### src/rtl/rec_src_pkg.sv
package rec_src_pkg;
  localparam int RATE_W = 3;

  typedef enum logic [RATE_W-1:0] {
    RATE_48K    = 3'd0,
    RATE_44K1   = 3'd1,
    RATE_32K    = 3'd2,
    RATE_22K05  = 3'd3,
    RATE_16K    = 3'd4,
    RATE_11K025 = 3'd5,
    RATE_8K     = 3'd6,
    RATE_RSVD   = 3'd7
  } rate_e;

  typedef struct packed {
    logic [RATE_W-1:0] rate;
    logic              narrow;
    logic              mono;
  } rec_fmt_t;

  function automatic logic link_rate_ok(input logic [RATE_W-1:0] code);
    case (rate_e'(code))
      RATE_48K, RATE_44K1, RATE_32K: return 1'b1;
      default:                       return 1'b0;
    endcase
  endfunction
endpackage

### src/rtl/rec_fmt_check.sv
module rec_fmt_check
  import rec_src_pkg::*;
#(
  parameter int GEN_W = 2
) (
  input  logic [RATE_W-1:0] link_rate_i,
  input  logic              link_s16_i,
  input  logic [GEN_W-1:0]  link_gen_i,
  input  rec_fmt_t          host_fmt_i,
  output logic              fmt_bad_o,
  output logic              original_o
);
  logic rate_bad;

  assign rate_bad   = !link_rate_ok(link_rate_i) || (link_rate_i != host_fmt_i.rate);
  // only one conversion step is allowed on received data
  assign fmt_bad_o  = rate_bad || !link_s16_i || (host_fmt_i.mono && host_fmt_i.narrow);
  assign original_o = (link_gen_i == '0);
endmodule

### src/rtl/rec_fmt_conv.sv
module rec_fmt_conv #(
  parameter int SAMPLE_W = 16,
  parameter int NARROW_W = 8
) (
  input  logic [SAMPLE_W-1:0] left_i,
  input  logic [SAMPLE_W-1:0] right_i,
  input  logic                mono_i,
  input  logic                narrow_i,
  output logic [SAMPLE_W-1:0] left_o,
  output logic [SAMPLE_W-1:0] right_o
);
  localparam int PAD_W = SAMPLE_W - NARROW_W;

  logic [SAMPLE_W:0]   sum;
  logic [SAMPLE_W-1:0] mix, l_sel, r_sel, l_nar, r_nar;

  assign sum   = {left_i[SAMPLE_W-1], left_i} + {right_i[SAMPLE_W-1], right_i};
  assign mix   = sum[SAMPLE_W:1];
  assign l_sel = mono_i ? mix : left_i;
  assign r_sel = mono_i ? '0  : right_i;

  generate
    if (PAD_W > 0) begin : g_pad
      assign l_nar = {{PAD_W{1'b0}}, l_sel[SAMPLE_W-1 -: NARROW_W]};
      assign r_nar = {{PAD_W{1'b0}}, r_sel[SAMPLE_W-1 -: NARROW_W]};
    end else begin : g_full
      assign l_nar = l_sel;
      assign r_nar = r_sel;
    end
  endgenerate

  assign left_o  = narrow_i ? l_nar : l_sel;
  assign right_o = narrow_i ? r_nar : r_sel;
endmodule

### src/rtl/rec_src_sel.sv
module rec_src_sel
  import rec_src_pkg::*;
#(
  parameter int SAMPLE_W = 16,
  parameter int NARROW_W = 8,
  parameter int GEN_W    = 2
) (
  input  logic                clk_i,
  input  logic                rst_ni,
  input  logic                conv_valid_i,
  input  logic [SAMPLE_W-1:0] conv_left_i,
  input  logic [SAMPLE_W-1:0] conv_right_i,
  input  logic                link_valid_i,
  input  logic [SAMPLE_W-1:0] link_left_i,
  input  logic [SAMPLE_W-1:0] link_right_i,
  input  logic                link_lock_i,
  input  logic [RATE_W-1:0]   link_rate_i,
  input  logic                link_s16_i,
  input  logic [GEN_W-1:0]    link_gen_i,
  input  logic [RATE_W-1:0]   host_rate_i,
  input  logic                host_narrow_i,
  input  logic                host_mono_i,
  output logic                rec_valid_o,
  output logic [SAMPLE_W-1:0] rec_left_o,
  output logic [SAMPLE_W-1:0] rec_right_o,
  output logic                rec_src_link_o,
  output logic                fmt_err_o
);
  rec_fmt_t            host_fmt, host_prev_q;
  logic                fmt_bad, original, host_chg, want_link;
  logic                err_q, src_q;
  logic                sel_valid;
  logic [SAMPLE_W-1:0] sel_left, sel_right, fmt_left, fmt_right;
  logic                out_valid_q, out_src_q;
  logic [SAMPLE_W-1:0] out_left_q, out_right_q;

  assign host_fmt = '{rate: host_rate_i, narrow: host_narrow_i, mono: host_mono_i};

  rec_fmt_check #(.GEN_W(GEN_W)) u_check (
    .link_rate_i (link_rate_i),
    .link_s16_i  (link_s16_i),
    .link_gen_i  (link_gen_i),
    .host_fmt_i  (host_fmt),
    .fmt_bad_o   (fmt_bad),
    .original_o  (original)
  );

  assign host_chg  = (host_fmt != host_prev_q);
  assign want_link = link_lock_i && !fmt_bad && original && !err_q;

  always_ff @(posedge clk_i or negedge rst_ni) begin
    if (!rst_ni) begin
      host_prev_q <= '0;
      err_q       <= 1'b0;
      src_q       <= 1'b0;
    end else begin
      host_prev_q <= host_fmt;
      err_q       <= host_chg ? 1'b0 : (err_q || (link_lock_i && fmt_bad));
      src_q       <= want_link;
    end
  end

  // source is fixed per pair: a strobe carries a whole L/R pair
  assign sel_valid = src_q ? link_valid_i : conv_valid_i;
  assign sel_left  = src_q ? link_left_i  : conv_left_i;
  assign sel_right = src_q ? link_right_i : conv_right_i;

  rec_fmt_conv #(.SAMPLE_W(SAMPLE_W), .NARROW_W(NARROW_W)) u_conv (
    .left_i   (sel_left),
    .right_i  (sel_right),
    .mono_i   (host_mono_i),
    .narrow_i (host_narrow_i),
    .left_o   (fmt_left),
    .right_o  (fmt_right)
  );

  always_ff @(posedge clk_i or negedge rst_ni) begin
    if (!rst_ni) begin
      out_valid_q <= 1'b0;
      out_src_q   <= 1'b0;
      out_left_q  <= '0;
      out_right_q <= '0;
    end else begin
      out_valid_q <= sel_valid;
      if (sel_valid) begin
        out_src_q   <= src_q;
        out_left_q  <= fmt_left;
        out_right_q <= fmt_right;
      end
    end
  end

  assign rec_valid_o    = out_valid_q;
  assign rec_left_o     = out_left_q;
  assign rec_right_o    = out_right_q;
  assign rec_src_link_o = out_src_q;
  assign fmt_err_o      = err_q;
endmodule

### config.mk
export PLATFORM = sky130hd
export DESIGN_NAME = rec_src_sel
export DESIGN_NICKNAME = d
export VERILOG_FILES = /design/src/rtl/rec_src_pkg.sv /design/src/rtl/rec_fmt_check.sv /design/src/rtl/rec_fmt_conv.sv /design/src/rtl/rec_src_sel.sv
export SDC_FILE = /design/constraint.sdc
export NUM_CORES = 1
export LEC_CHECK = 0
export CORE_MARGIN = 8
export CORE_UTILIZATION = 45
export CTS_CLUSTER_SIZE = 25
export DETAILED_ROUTE_END_ITERATION = 8
export PLACE_DENSITY = 0.78
export SLEW_MARGIN = 20
export SYNTH_ARGS = -nofsm -noshare
export SYNTH_HDL_FRONTEND = slang
export SYNTH_HIERARCHICAL = 1
export SYNTH_SLANG_ARGS = --single-unit
### constraint.sdc
create_clock -name clk_i -period 5 [get_ports clk_i]
set_input_delay 0.5 -clock clk_i [delete_from_list [all_inputs] [get_ports clk_i]]
set_output_delay 0.5 -clock clk_i [all_outputs]
set_load 0.1 [all_outputs]
==> metrics.txt, run 1 <==
status=completed; worst-case headroom to the max-slew limit=0.2261; commonest non-fill, non-tap cell in the layout=sky130_fd_sc_hd__clkdlybuf4s50_1; Overall Global Routing Usage=0.1936; signed area change from the synthesized netlist to the final layout=40.13%; total of fill cells in the finished design=571; slew at the pin closest to its max-slew limit=1157 ps; Power Dens Cells=282.6 mW/mm^2; Warnings, synthesis=6; primary flip-flop cell chosen by synthesis mapping=sky130_fd_sc_hd__dfrtp_1; switching power share of the total=0.4432; most used cells in the layout excluding fill and tap cells=sky130_fd_sc_hd__clkdlybuf4s50_1, sky130_fd_sc_hd__mux2_2, sky130_fd_sc_hd__dfrtp_1, sky130_fd_sc_hd__ha_1, sky130_fd_sc_hd__nor2_1; Post-CTS Repair Setup Buffers=0; R2R Setup Slk=1050 ps; Gate power share=0.507; number of buffers added to fix hold violations after cts=0; CTS HTree Levels=2; synthesized netlist cell count=283; Overall Power=0.001268 W; per-instance average area after synthesis=11.31 um^2; clock net sink count=41; worst endpoint data arrival time=4140 ps; fraction of synthesized cell area taken by the top area cell type=0.3204; antenna violations before repair=0; die span in y=100.4 um; via count of the first global-routing pass=2856; minimum clock period=3952 ps; diode count=0; final routed wirelength across all metal layers=9.834 mm; worst reg2reg endpoint=rec_left_o[1]$_DFFE_PN0P_; proportion of synthesized chip area in sequential cells=0.3204; reported leakage power=1.860 nW; worst hold-check path type=in -> async; Core Rows=30; TritonCTS clock tree=yes; peak fanout along the critical path=23; net load switching power=0.0005620 W; first-iteration detailed-routing DRC count=102; start of the worst register-to-register path=src_q$_DFF_PN0_; Data required, critical path=5190 ps; maximum number of pins on one net before global-route repair=42; number of DRC violations after detailed routing=0; router iterations before antenna repair=4; max-cap violations=0; biggest area contributors in the synthesized netlist=sky130_fd_sc_hd__dfrtp_1, sky130_fd_sc_hd__mux2_2, sky130_fd_sc_hd__ha_1; Fin. Hold Viols=0; EDFF count, synth=0; total overflow reported by the global router=0; Port Buffer Count=114; Core Area=0.006832 mm^2; dpl cells=480; number of buffers created by CTS=5; post-synthesis cell area=0.003202 mm^2; Layout Skew=6.785 ps; Die ar.=0.01007 mm^2; number of routed nets with antenna violations=0; peak ir drop on the vdd network=0.0001997 V; count of vias placed by the detailed router=2740; critical path capture point type=flip-flop; post-route fraction of the period consumed by the critical path=0.7905; Distinct cells, synth=54; post-detailed-route wirelength per cell=20.15 um; top cell type by total area after synthesis=sky130_fd_sc_hd__dfrtp_1; number of cells on the worst reg-to-reg path=10; count of final max-slew check failures=0; clock root cell=sky130_fd_sc_hd__clkbuf_8; worst skew pair latency=300 ps; Net Count, Synth=379; CTS Buffer Depth=2; Startpoint Class=flip-flop; design internal power=0.0007062 W; Setup Crit Path Kind=reg -> reg; source of the critical timing path=src_q$_DFF_PN0_; final setup TNS=0 ps; share of total power in the clock network=0.186; final instance count without filler cells=488; first-pass GRT wire length=15.38 mm; net count reported at finish=487; sequential cell area=0.001026 mm^2; effective utilization at floorplan=0.4687; routability cong.=0.8752; async set or reset register ratio after synthesis=1.000; HPWL after DPL=7.751 mm; final setup fails=0; register clock-pin slew on the reported worst setup and hold paths=90 ps; post-placement worst setup slack=1108 ps; detail-routed via count per cell=5.615; capturing instance or port of the critical path=rec_left_o[1]$_DFFE_PN0P_; die boundary width=100.4 um; RSZ-0062 raised after global routing=false; footprint of the multi-input gates=0.002067 mm^2; cells resized by post-CTS repair=0; flip-flop and latch count after synthesis=41; layout cells sized above 1=0.2245; ports placed on the boundary=115; share of power burned in registers=0.306; final setup margin=1048 ps; maximum clock frequency=253.0 MHz
[metal layers]
layer	up-vias	track usage	wire, um
met3	15	0.05398	753
met1	1336	0.2427	4345
met4	0	0.05698	170
li1	1276	-	-
met5	-	0	0
met2	113	0.3149	4565
[how the worst min path moves through the flow]
stage	from	to	slack, ps
after floorplan	rst_ni	fmt_err_o$_DFF_PN0_	200
after global placement	rec_right_o[7]$_DFFE_PN0P_	rec_right_o[7]$_DFFE_PN0P_	480
after detailed placement	rec_right_o[0]$_DFFE_PN0P_	rec_right_o[0]$_DFFE_PN0P_	480
after CTS	rst_ni	rec_src_link_o$_DFFE_PN0P_	370
after global routing	rst_ni	rec_src_link_o$_DFFE_PN0P_	420
final	rst_ni	rec_src_link_o$_DFFE_PN0P_	340
[worst max-delay path, stage by stage, from the launching register on]
cell and delay (ps):
sky130_fd_sc_hd__dfrtp_1 630, sky130_fd_sc_hd__buf_4 410, sky130_fd_sc_hd__mux2_2 390, sky130_fd_sc_hd__ha_1 350, sky130_fd_sc_hd__a21o_1 260, sky130_fd_sc_hd__a221oi_4 420, sky130_fd_sc_hd__o21ai_2 150, sky130_fd_sc_hd__a2111oi_2 380
sky130_fd_sc_hd__nor3_1 110, sky130_fd_sc_hd__mux4_2 460, sky130_fd_sc_hd__mux2_2 260
[cell usage after synthesis, drive strengths merged, types with 5 or more instances]
cell type	n
nor2	14
mux4	6
o21ai	8
buf	9
and2	10
nor3	5
dfrtp	41
mux2i	10
a22o	5
xor2	6
a21oi	11
a21o	5
xnor2	12
mux2	64
nand2	6
clkbuf	8
ha	15
[registers in the layout (all words and copies together), names as in the netlist]
name and cells:
rec_src_link_o 1, host_prev_q 5, src_q 1, rec_valid_o 1, fmt_err_o 1, rec_left_o 16, rec_right_o 16
[cells by family (layout without fill, tap and decap cells)]
kind of cell	count (synthesis)	in the layout	synth area share
DFF	41	41	0.3204
xor gates and xnor gates	18	18	0.04924
AOI/OAI and AO/OA	52	52	0.1321
muxes	80	80	0.3025
buffers and inverters	20	129	0.03400
adders and majority gates	16	16	0.06487
and+or+nand+nor	56	56	0.09691
[stage by stage]
step,hold WS [ps],instance area [um^2],util
2_1_floorplan,204.4,3202,-
3_3_place_gp,477.7,4390,0.6427
3_5_place_dp,481.5,4390,0.6427
4_1_cts,374.3,4487,0.6568
5_1_grt,416.7,4487,0.6568
6_report,342.6,4487,0.6568
[power groups by stage]
stage	clock network, W	logic (W)	registers, W
2_1_floorplan	0	0.000193	0.000646
3_3_place_gp	0	0.000636	0.000394
3_5_place_dp	0	0.000642	0.000395
4_1_cts	0.000244	0.000645	0.000388
5_1_grt	0.000254	0.000676	0.000393
6_report	0.000236	0.000643	0.000389
[final cells by class]
cell class / instances / share of cell area
repair buffers: 118 / 0.2599
flip-flops and latches: 41 / 0.2287
multi-input cells: 222 / 0.4607
well taps: 96 / 0.02677
clock buffers: 6 / 0.01840
clock inverters: 2 / 0.003067
inverters: 3 / 0.002510
No activity file was read; power rests on OpenSTA's default activity.
==> run 2, diff against run 1 <==
--- a/config.mk
+++ b/config.mk
@@ -6,10 +6,10 @@
 export NUM_CORES = 1
 export LEC_CHECK = 0
 export CORE_MARGIN = 8
-export CORE_UTILIZATION = 45
+export CORE_UTILIZATION = 41
 export CTS_CLUSTER_SIZE = 25
 export DETAILED_ROUTE_END_ITERATION = 8
-export PLACE_DENSITY = 0.78
+export PLACE_DENSITY = 0.75
 export SLEW_MARGIN = 20
 export SYNTH_ARGS = -nofsm -noshare
 export SYNTH_HDL_FRONTEND = slang
==> constraint.sdc (replaced) <==
create_clock -name clk_i -period 3.2 [get_ports clk_i]
set_input_delay 0.32 -clock clk_i [delete_from_list [all_inputs] [get_ports clk_i]]
set_output_delay 0.32 -clock clk_i [all_outputs]
set_load 0.1 [all_outputs]
==> run 2 against run 1 <==
The run now ends with negative setup slack left; combinational power increased by 76%; first-iteration DRC count increased by 73%; sequential power increased by 57%; hold slack improved by 150 ps; cell count increased by 10%; critical path depth is 2 higher; utilization rose by 0.80 points; clock power up 72%; fmax increased by 22%; critical endpoint is now rec_left_o[3]$_DFFE_PN0P_; largest cell class unchanged; largest power group unchanged; highest routed layer unchanged.
==> metrics.txt, run 2 (same netlist as run 1, synthesis figures left out) <==
most used cells in the layout excluding fill and tap cells=sky130_fd_sc_hd__clkdlybuf4s50_1, sky130_fd_sc_hd__mux2_2, sky130_fd_sc_hd__buf_4, sky130_fd_sc_hd__dfrtp_1, sky130_fd_sc_hd__nor2_1; number of routed nets with antenna violations=0; number of cells on the worst reg-to-reg path=12; worst skew pair latency=290 ps; worst hold-check path type=reg -> reg; TritonCTS clock tree=yes; slew at the pin closest to its max-slew limit=1001 ps; number of DRC violations after detailed routing=0; hold slack=495.2 ps; HPWL after DPL=8.333 mm; CTS Buffer Depth=2; net count reported at finish=533; detail-routed via count per cell=5.377; ports placed on the boundary=115; total overflow reported by the global router=0; Core Area=0.007647 mm^2; count of vias placed by the detailed router=2898; status=finished with violations; standard cell area after detailed placement=0.004696 mm^2; signed area change from the synthesized netlist to the final layout=58.77%; CTS HTree Levels=2; Fin. Hold Viols=0; count of cells along the worst hold path=1; effective utilization at floorplan=0.4187; Layout Skew=5.182 ps; worst-case headroom to the max-slew limit=0.3308; peak ir drop on the vdd network=0.0002991 V; finished layout cell area=0.005084 mm^2; layout cells sized above 1=0.3455; first-iteration detailed-routing DRC count=176; maximum number of pins on one net before global-route repair=42; final setup TNS=-85.64 ps; Startpoint Class=flip-flop; Power Dens Cells=421.4 mW/mm^2; die boundary width=104.4 um; routability cong.=0.9360; number of buffers created by CTS=5; final setup fails=3; worst endpoint data arrival time=3430 ps; Overall Global Routing Usage=0.1901; post-detailed-route wirelength per cell=19.81 um; register clock-pin slew on the reported worst setup and hold paths=80 ps; clock root cell=sky130_fd_sc_hd__clkbuf_8; reported leakage power=2.147 nW; max-cap violations=0; Data required, critical path=3380 ps; count of final max-slew check failures=0; router iterations before antenna repair=4; die span in y=104.4 um; antenna violations before repair=0; Setup Crit Path Kind=reg -> reg; Die ar.=0.01089 mm^2; diode count=0; critical path capture point type=flip-flop; post-route fraction of the period consumed by the critical path=1.016; via count of the first global-routing pass=3194; Port Buffer Count=114; final routed wirelength across all metal layers=10.68 mm; final setup margin=-50.48 ps; first-pass GRT wire length=16.92 mm; maximum clock frequency=307.6 MHz; minimum clock period=3250 ps; clock net sink count=41; peak fanout along the critical path=7; RSZ-0062 raised after global routing=true; Core Rows=32; violations in the final reports=negative setup slack; commonest non-fill, non-tap cell in the layout=sky130_fd_sc_hd__clkdlybuf4s50_1
run 2: cell count changes in the layout (fill, tap and decap cells not counted), moves of 2 or more:
cell                      delta
sky130_fd_sc_hd__mux2_4     +11
sky130_fd_sc_hd__buf_12      +2
sky130_fd_sc_hd__ha_4        +7
sky130_fd_sc_hd__mux2_2     -11
sky130_fd_sc_hd__o21ai_1     +3
sky130_fd_sc_hd__buf_6       +4
sky130_fd_sc_hd__a21oi_1     -2
sky130_fd_sc_hd__buf_4      +40
sky130_fd_sc_hd__o21ai_0     -3
sky130_fd_sc_hd__ha_1        -7
run 2: layer usage:
| metal | vias to the layer above | GRT usage | wire (um) | part of all wire |
|---|---|---|---|---|
| met5 | - | 0 | 0 | 0 |
| met4 | 0 | 0.04654 | 161 | 0.015 |
| met3 | 14 | 0.05266 | 713 | 0.067 |
| met2 | 116 | 0.3201 | 5237 | 0.49 |
| met1 | 1401 | 0.2331 | 4566 | 0.43 |
| li1 | 1367 | - | - | - |
run 2: metrics by stage:
stage	util	setup WS, ps	std cells	power [W]
floorplan	-	-58.57	283	0.001312
global placement	0.6140	-134.6	523	0.001659
detailed placement	0.6140	-179.0	523	0.001678
CTS	0.6384	-15.96	534	0.002103
global route	0.6648	-177.0	539	0.002237
finish	0.6648	-50.48	539	0.002142
run 2: layout make-up:
class	instances	area [um^2]
fillers	606	2564
multi-input cells	222	2263
repair buffers	164	1551
flip-flops and latches	41	1026
well taps	102	127.6
clock buffers	5	68.82
clock inverters	2	35.03
inverters	3	11.26
run 2: path summary, 6_finish.rpt:
path / startpoint / endpoint / slack, ps
worst max-delay path: src_q$_DFF_PN0_ / rec_left_o[3]$_DFFE_PN0P_ / -50
worst min-delay path: fmt_err_o$_DFF_PN0_ / src_q$_DFF_PN0_ / 500
worst max register to register: src_q$_DFF_PN0_ / rec_left_o[3]$_DFFE_PN0P_ / -50
worst min register to register: fmt_err_o$_DFF_PN0_ / src_q$_DFF_PN0_ / 500
max in group asynchronous: rst_ni / rec_left_o[3]$_DFFE_PN0P_ / 2200
min in group asynchronous: rst_ni / rec_src_link_o$_DFFE_PN0P_ / 510
run 2: what timing repair did:
action / in CTS / in global routing
hold buffers: 0 / 1
buffers inserted: 4 / 3
hold endpoints to repair: 0 / 16
pin swaps: 6 / 8
gates resized for setup: 12 / 23
setup endpoints to repair: 5 / 10
run 2: critical path: stages, from the launching register on:
cell	delay [ps]
sky130_fd_sc_hd__dfrtp_1	410
sky130_fd_sc_hd__buf_6	150
sky130_fd_sc_hd__mux2_4	300
sky130_fd_sc_hd__and2_4	160
sky130_fd_sc_hd__fa_2	330
sky130_fd_sc_hd__a21o_1	210
sky130_fd_sc_hd__a221oi_4	300
sky130_fd_sc_hd__buf_6	150
sky130_fd_sc_hd__o211ai_1	130
sky130_fd_sc_hd__nand2_1	150
sky130_fd_sc_hd__xnor2_2	90
sky130_fd_sc_hd__mux4_2	460
sky130_fd_sc_hd__mux2_2	270
run 2: power breakdown:
group | switching, W | internal, W | total [W] | leakage [nW]
clock network | 0.000178 | 0.000227 | 0.000405 | 0.0540
logic | 0.000687 | 0.000442 | 0.00113 | 1.57
registers | 0.0000339 | 0.000575 | 0.000609 | 0.520
==> run 3, diff against run 2 <==
--- a/config.mk
+++ b/config.mk
@@ -5,11 +5,11 @@
 export SDC_FILE = /design/constraint.sdc
 export NUM_CORES = 1
 export LEC_CHECK = 0
-export CORE_MARGIN = 8
-export CORE_UTILIZATION = 41
+export CORE_MARGIN = 4
+export CORE_UTILIZATION = 45
 export CTS_CLUSTER_SIZE = 25
 export DETAILED_ROUTE_END_ITERATION = 8
-export PLACE_DENSITY = 0.75
+export PLACE_DENSITY = 0.78
 export SLEW_MARGIN = 20
 export SYNTH_ARGS = -nofsm -noshare
 export SYNTH_HDL_FRONTEND = slang
==> constraint.sdc (replaced) <==
create_clock -name clk_i -period 3.34 [get_ports clk_i]
set_input_delay 0.334 -clock clk_i [delete_from_list [all_inputs] [get_ports clk_i]]
set_output_delay 0.334 -clock clk_i [all_outputs]
set_load 0.1 [all_outputs]
==> run 3 against run 2 <==
The run now ends clean; critical path type unchanged; power fell by 2.0%; global-route usage rose by 3.2 points; critical path depth fell by 1; utilization rose by 4.4 points; die area fell by 22%; clock-buffer cell count did not move; cell area fell by 4.3%; combinational power fell by 9%; cell count fell by 3.9%; sequential power fell by 4.6%; highest routed layer unchanged; register-to-register slack improved by 60 ps; largest cell class unchanged.
==> metrics.txt, run 3 (same netlist as run 1, synthesis figures left out) <==
status=completed; number of cells on the worst reg-to-reg path=11; HPWL after DPL=7.623 mm; slew at the pin closest to its max-slew limit=1028 ps; Layout Skew=2.934 ps; count of vias placed by the detailed router=2872; routability cong.=0.9189; worst-case headroom to the max-slew limit=0.3128; most used cells in the layout excluding fill and tap cells=sky130_fd_sc_hd__clkdlybuf4s50_1, sky130_fd_sc_hd__mux2_2, sky130_fd_sc_hd__dfrtp_1, sky130_fd_sc_hd__buf_4, sky130_fd_sc_hd__nor2_1; count of final max-slew check failures=0; Core Rows=30; worst hold-check path type=in -> async; worst endpoint data arrival time=3520 ps; final setup fails=0; maximum number of pins on one net before global-route repair=42; worst skew pair latency=290 ps; number of buffers created by CTS=5; post-route fraction of the period consumed by the critical path=0.9985; capturing instance or port of the critical path=rec_left_o[3]$_DFFE_PN0P_; number of DRC violations after detailed routing=0; first-iteration detailed-routing DRC count=120; Startpoint Class=flip-flop; diode count=0; finished layout cell area=0.004866 mm^2; router iterations before antenna repair=4; number of buffers added to fix hold violations after cts=0; clock root cell=sky130_fd_sc_hd__clkbuf_8; detail-routed via count per cell=5.544; Power Dens Cells=431.4 mW/mm^2; hold slack=172.9 ps; R2R Setup Slk=5 ps; effective utilization at floorplan=0.4661; source of the critical timing path=src_q$_DFF_PN0_; reported leakage power=2.043 nW; TritonCTS clock tree=yes; start of the worst register-to-register path=src_q$_DFF_PN0_; Port Buffer Count=114; peak fanout along the critical path=6; die boundary width=92.35 um; Data required, critical path=3520 ps; first-pass GRT wire length=14.78 mm; layout cells sized above 1=0.3081; peak ir drop on the vdd network=0.0002315 V; RSZ-0062 raised after global routing=true; minimum clock period=3335 ps; net count reported at finish=517; worst reg2reg endpoint=rec_left_o[3]$_DFFE_PN0P_; signed area change from the synthesized netlist to the final layout=51.97%; commonest non-fill, non-tap cell in the layout=sky130_fd_sc_hd__clkdlybuf4s50_1; antenna violations before repair=0; post-detailed-route wirelength per cell=19.29 um; Overall Global Routing Usage=0.2218; register clock-pin slew on the reported worst setup and hold paths=90 ps; critical path capture point type=flip-flop; CTS Buffer Depth=2; via count of the first global-routing pass=2806; number of routed nets with antenna violations=0; total of fill cells in the finished design=510; clock net sink count=41; ports placed on the boundary=115; die span in y=92.35 um; final setup TNS=0 ps; maximum clock frequency=299.8 MHz; post-placement worst setup slack=-102.7 ps; Fin. Hold Viols=0; total overflow reported by the global router=0; standard cell area after detailed placement=0.004571 mm^2; final routed wirelength across all metal layers=9.993 mm; final setup margin=4.864 ps; Die ar.=0.008529 mm^2; CTS HTree Levels=2; Setup Crit Path Kind=reg -> reg; Core Area=0.006869 mm^2; max-cap violations=0
[run 3: worst max-delay path, cell delays in order, from the launching register on]
cell                       delay (ps)
sky130_fd_sc_hd__dfrtp_2          430
sky130_fd_sc_hd__buf_12           130
sky130_fd_sc_hd__buf_4            120
sky130_fd_sc_hd__mux2_2           370
sky130_fd_sc_hd__ha_2             420
sky130_fd_sc_hd__and3_1           220
sky130_fd_sc_hd__nand3_1          130
sky130_fd_sc_hd__o211ai_1         280
sky130_fd_sc_hd__nand2_1          160
sky130_fd_sc_hd__xnor2_2          180
sky130_fd_sc_hd__mux4_2           490
sky130_fd_sc_hd__mux2_2           290
[run 3: power breakdown]
part / switching [W] / total (W) / internal, W
sequential: 0.0000303 / 0.000581 / 0.000551
combinational: 0.000644 / 0.00103 / 0.000385
clock: 0.000189 / 0.000490 / 0.000301
[run 3: area by class of cell]
| cell class | count | area (um^2) | area share |
|---|---|---|---|
| Tap cell | 96 | 120.1 | 0.02468 |
| Clock inverter | 3 | 68.82 | 0.01414 |
| Inverter | 3 | 11.26 | 0.002314 |
| Sequential cell | 41 | 1027 | 0.2111 |
| Timing Repair Buffer | 148 | 1415 | 0.2908 |
| Multi-Input combinational cell | 222 | 2155 | 0.4428 |
| Clock buffer | 5 | 68.82 | 0.01414 |
[run 3: timing repair]
item                       in CTS  in global routing
setup endpoints to repair       4                  6
resized for setup               2                 15
setup buffers                   2                  6
pin swaps                       3                  3
[run 3: worst min-delay path by stage]
stage / to / slack, ps / cells past startpoint
floorplan: fmt_err_o$_DFF_PN0_ / 40 / 0
detailed placement: src_q$_DFF_PN0_ / 470 / 1
global route: rec_right_o[9]$_DFFE_PN0P_ / 250 / 1
finish: host_prev_q[2]$_DFF_PN0_ / 170 / 1
global placement: src_q$_DFF_PN0_ / 470 / 1
CTS: rec_left_o[0]$_DFFE_PN0P_ / 200 / 1
[run 3: per-stage QoR]
stage / std cells / utilization / power, W
finish: 518 / 0.7084 / 0.002099
global route: 518 / 0.7084 / 0.002182
CTS: 512 / 0.6887 / 0.002075
detailed placement: 502 / 0.6654 / 0.001579
global placement: 502 / 0.6654 / 0.001564
floorplan: 283 / - / 0.001256
[run 3: layer usage]
layer  track usage  wire length (um)  vias to the layer above  share of wire
met5             0                 0                        -              0
met4       0.07302               248                        0          0.025
met3       0.04874               859                       21          0.086
met2        0.3795              4865                      135           0.49
met1        0.2769              4019                     1382           0.40
li1              -                 -                     1334              -
